## src/rtl/sio_irq_pkg.sv

```systemverilog
package sio_irq_pkg;

    localparam int STAT_W = 8;
    localparam int PIN_N  = 4;

    // Bit positions of the status word
    localparam int B_TX_A  = 0;
    localparam int B_RX_A  = 1;
    localparam int B_BRK_A = 2;
    localparam int B_CTR   = 3;
    localparam int B_TX_B  = 4;
    localparam int B_RX_B  = 5;
    localparam int B_BRK_B = 6;
    localparam int B_PIN   = 7;

    typedef enum logic {
        SEL_MASK = 1'b0,
        SEL_STAT = 1'b1
    } reg_sel_e;

    typedef struct packed {
        logic [STAT_W-1:0] lvl;
        logic [STAT_W-1:0] set;
        logic [STAT_W-1:0] clr;
    } src_vec_t;

    // Latched (sticky) positions; all others follow a level
    function automatic bit is_sticky(input int idx);
        return (idx == B_BRK_A) || (idx == B_CTR) ||
               (idx == B_BRK_B) || (idx == B_PIN);
    endfunction

endpackage

```

## src/rtl/sio_irq_cell.sv

```systemverilog
module sio_irq_cell #(
    parameter bit STICKY = 1'b0
) (
    input  logic clk,
    input  logic rst,
    input  logic lvl,
    input  logic set,
    input  logic clr,
    output logic q
);
    generate
        if (STICKY) begin : g_sticky
            // set outranks clear so no event is dropped
            always_ff @(posedge clk) begin
                if (rst)      q <= 1'b0;
                else if (set) q <= 1'b1;
                else if (clr) q <= 1'b0;
            end
            logic unused_lvl;
            assign unused_lvl = lvl;
        end else begin : g_level
            always_ff @(posedge clk) begin
                if (rst) q <= 1'b0;
                else     q <= lvl;
            end
            logic unused_sc;
            assign unused_sc = set ^ clr;
        end
    endgenerate
endmodule

```

## src/rtl/sio_irq_mask.sv

```systemverilog
module sio_irq_mask
    import sio_irq_pkg::*;
(
    input  logic              clk,
    input  logic              rst,
    input  logic              wr_en,
    input  logic [STAT_W-1:0] wdata,
    input  logic [STAT_W-1:0] stat,
    output logic [STAT_W-1:0] mask_q,
    output logic              irq_n
);
    always_ff @(posedge clk) begin
        if (rst)        mask_q <= '0;
        else if (wr_en) mask_q <= wdata;
    end

    assign irq_n = ~|(stat & mask_q);
endmodule

```

## src/rtl/sio_irq_hub.sv

```systemverilog
module sio_irq_hub
    import sio_irq_pkg::*;
(
    input  logic              clk,
    input  logic              rst,
    input  logic              tx_lvl_a,
    input  logic              rx_lvl_a,
    input  logic              tx_lvl_b,
    input  logic              rx_lvl_b,
    input  logic              brk_evt_a,
    input  logic              brk_evt_b,
    input  logic              brk_clr_a,
    input  logic              brk_clr_b,
    input  logic              ctr_tick,
    input  logic              ctr_stop,
    input  logic [PIN_N-1:0]  pin_chg,
    input  logic [PIN_N-1:0]  pin_en,
    input  logic              pin_rd,
    input  logic              reg_sel,
    input  logic              reg_wr,
    input  logic [STAT_W-1:0] reg_wdata,
    output logic [STAT_W-1:0] reg_rdata,
    output logic              irq_n
);
    src_vec_t          src;
    logic [STAT_W-1:0] stat_q;
    logic [STAT_W-1:0] mask_q;
    reg_sel_e          sel;

    assign sel = reg_sel_e'(reg_sel);

    always_comb begin
        src = '0;
        src.lvl[B_TX_A]  = tx_lvl_a;
        src.lvl[B_RX_A]  = rx_lvl_a;
        src.lvl[B_TX_B]  = tx_lvl_b;
        src.lvl[B_RX_B]  = rx_lvl_b;
        src.set[B_BRK_A] = brk_evt_a;
        src.clr[B_BRK_A] = brk_clr_a;
        src.set[B_BRK_B] = brk_evt_b;
        src.clr[B_BRK_B] = brk_clr_b;
        src.set[B_CTR]   = ctr_tick;
        src.clr[B_CTR]   = ctr_stop;
        src.set[B_PIN]   = |(pin_chg & pin_en);
        src.clr[B_PIN]   = pin_rd;
    end

    for (genvar i = 0; i < STAT_W; i++) begin : g_bit
        sio_irq_cell #(.STICKY(is_sticky(i))) cell_i (
            .clk (clk),
            .rst (rst),
            .lvl (src.lvl[i]),
            .set (src.set[i]),
            .clr (src.clr[i]),
            .q   (stat_q[i])
        );
    end

    sio_irq_mask mask_i (
        .clk    (clk),
        .rst    (rst),
        .wr_en  (reg_wr && (sel == SEL_MASK)),
        .wdata  (reg_wdata),
        .stat   (stat_q),
        .mask_q (mask_q),
        .irq_n  (irq_n)
    );

    assign reg_rdata = (sel == SEL_STAT) ? stat_q : mask_q;
endmodule

```

## config.mk

```make
export PLATFORM = sky130hd
export DESIGN_NAME = sio_irq_hub
export DESIGN_NICKNAME = d
export VERILOG_FILES = /design/src/rtl/sio_irq_pkg.sv /design/src/rtl/sio_irq_cell.sv /design/src/rtl/sio_irq_mask.sv /design/src/rtl/sio_irq_hub.sv
export SDC_FILE = /design/constraint.sdc
export NUM_CORES = 1
export LEC_CHECK = 0
export BUFFER_PORTS_ARGS = -buffer_cell sky130_fd_sc_hd__buf_4
export CORE_UTILIZATION = 37
export DETAILED_ROUTE_END_ITERATION = 10
export PLACE_DENSITY = 0.72
export SYNTH_ARGS = -nofsm -noshare
export SYNTH_HDL_FRONTEND = slang
export SYNTH_SLANG_ARGS = --single-unit
```

## constraint.sdc

```tcl
create_clock -name clk -period 0.9 [get_ports clk]
set_input_delay 0.18 -clock clk [delete_from_list [all_inputs] [get_ports clk]]
set_output_delay 0.18 -clock clk [all_outputs]
set_load 0.005 [all_outputs]
```

==> reports/metrics.cfg <==
[finish]
fillers = 160
drive_above_1_share = 0.651
nets = 141
fin_cells = 134
antenna_cells = 0
stdcell_area_mm2 = 0.00112
area_delta_synth_final_pct = 60.0
regArea_um2 = 337
multi_input_area_um2 = 357

[worst_setup_path]
crit_family = flip-flops
crit_fanout = 3
path_buf_inv = 1
r2r_slack_ps = 170
r2r_start = g_bit[6].cell_i.q
start_kind = flip-flop
cp_slowest_cell = dfxtp_2
slowest_delay_ps = 340
timing.rr.end = g_bit[6].cell_i.q
r2r.worst_path.cells = 3
endpoint_kind = output pin
worstPathCellList = a22oi_2, and4_1, buf_4
required_ps = 720
path_depth = 3
criticalPathCategory = reg -> out
arrival_ps = 1110

[global_routing]
gr-total-overflow = 0
grt_pass1_wl_mm = 2.60
grt_busiest_layer = met2
grtUsageMet2 = 0.297
grt_max_degree = 17
grtUsageMet1 = 0.210
track_usage = 0.183
grt_pass1_vias = 621
antenna_found_initial = 0
use_met3 = 0.0675

[cts]
htreeDepth = 1
clk_pin_slew_ps = 90
postCtsSetupRepairBufs = 0
cts_tree = yes
cts_inserted_buffers = 3
cts-root-buf = clkbuf_4
cts.sinks = 16
clock_latency_ps = 280
clockBufferDepth = 2

[placed_design]
gp_congestion = 0.710
dp.cells = 130
placed_area_mm2 = 0.00101
dpl.hpwl_mm = 1.19
portBuffers = 39

[logic_synthesis]
ys_ff_latch = 16
synth_top_cell_by_area = dfxtp_1
synth.yosys.warnings = 0
synth_cell_type_count = 14
synthTopCellsByArea = dfxtp_1, mux2_2, mux2i_1
ys_seq_area_frac = 0.459
syn_area_per_cell_um2 = 10.6
syn_inst = 66
synth_top_area_frac = 0.459
synth_nets = 97
syn-cell-area_um2 = 698

[die]
initial_core_util = 0.400
core_mm2 = 0.00175
rows = 15
die_w_um = 45.4
io_pins = 40
die_h_um = 45.4
fp.dieArea_mm2 = 0.00206

[timing]
finalHoldViolations = 0
finalCritPeriodShare = 1.43
fmax_mhz = 775
finalSetupViolCount = 9
fin_skew_ps = 0
rsz0062_at_grt = yes
period_minus_slack_ps = 1290
post-route-worst-setup-slack_ps = -391
worst_pin_slew_ps = 281
drv_slew = 0
relSlewSlack = 0.812

[outcome]
violations = setup timing
outcome = finished, violations left

[run]
maxCapViolCount = 0

[pwr]
max-vdd-ir-drop_mv = 0.814
power_density_mw_per_mm2 = 1410
p_leak_nw = 0.525
p_total_mw = 1.57

[detailed_routing]
drt_iter0_markers = 7
vias_per_cell = 4.81
via_count = 644
wire_per_inst_um = 11.7
ant_nets = 0
drt_wl_total_mm = 1.56
drt-pass1-iter-count = 4
drc = 0

[min_path]
worstHoldStart = brk_evt_a
hold_end = g_bit[2].cell_i.q
whs_path_depth = 3
hp-class = in -> reg

## cell usage after synthesis, drive strengths merged
library cell	n
a22oi	5
buf	3
nor2b	5
dfxtp	16
mux2	8
a21oi	4
and4	1
inv	4
nor2	11
mux2i	8
a222oi	1
## per-stage QoR
step,TNS [ps],utilization,worst slack [ps],hold slack [ps]
3_5_place_dp,-1520,0.578,-116,394
5_1_grt,-3130,0.640,-458,79.7
2_1_floorplan,0,-,26.7,249
3_3_place_gp,-1380,0.578,-117,387
6_report,-2720,0.640,-391,96.8
4_1_cts,-2810,0.639,-404,90.1
## report_power, final
group          switching, mW  internal (mW)  leakage (nW)  total (mW)
combinational         0.0990          0.215         0.367       0.314
sequential            0.0321          0.754         0.137       0.787
clock                  0.228          0.246        0.0210       0.474
total                  0.359           1.22         0.525        1.57
## sequential cells by signal (all words and copies together), names as in the netlist
register	flops
mask_i.mask_q	8
g_bit.cell_i.q	8
## area by class of cell
cell class,count,area share
well taps,25,0.0280
clock buffers,4,0.0325
multi-input cells,43,0.319
flip-flops and latches,16,0.301
inverters,4,0.0134
repair buffers,42,0.306
## cells in the final DEF, fill, tap and decap left out, drive strengths merged, types with 4 or more instances in the layout
cell    instances
mux2            8
a21oi           4
nor2b           5
clkbuf          4
buf            42
a22oi           5
inv             4
dfxtp          16
mux2i           8
nor2           11
## logic make-up (layout without fill, tap and decap cells)
family,after synthesis,count (layout),share of synthesized area
flip-flops,16,16,0.459
buffers and inverters,7,50,0.0735
multiplexers,16,16,0.244
AND/OR/NAND/NOR,17,17,0.127
AO/OA/AOI/OAI,10,10,0.0968
## worst max-delay path by stage
stage	from	to	slack [ps]
5_1_grt	g_bit[3].cell_i.q	irq_n	-460
4_1_cts	mask_i.mask_q[3]	irq_n	-400
3_3_place_gp	reg_sel	reg_rdata[0]	-120
3_5_place_dp	reg_sel	reg_rdata[6]	-120
6_report	g_bit[2].cell_i.q	irq_n	-390
2_1_floorplan	reg_sel	mask_i.mask_q[0]	30
## timing repair
action	4_1_cts	5_1_grt
endpoints found under the hold margin	0	0
gates resized for setup	26	1
pin swaps	2	1
endpoints found under the setup margin	9	9
hold buffers	0	0
## worst min-delay path, delay by kind of cell
family / cells / cell delay (ps)
buffers and inverters: 1 / 80
AO/OA/AOI/OAI: 1 / 30
AND/OR/NAND/NOR: 1 / 60
## layer usage
layer / share of wire / wire length (um)
met2: 0.50 / 778
met1: 0.42 / 654
met5: 0 / 0
met4: 0.0077 / 12
met3: 0.075 / 118
Note: power is estimated with default switching activity, not from simulation.
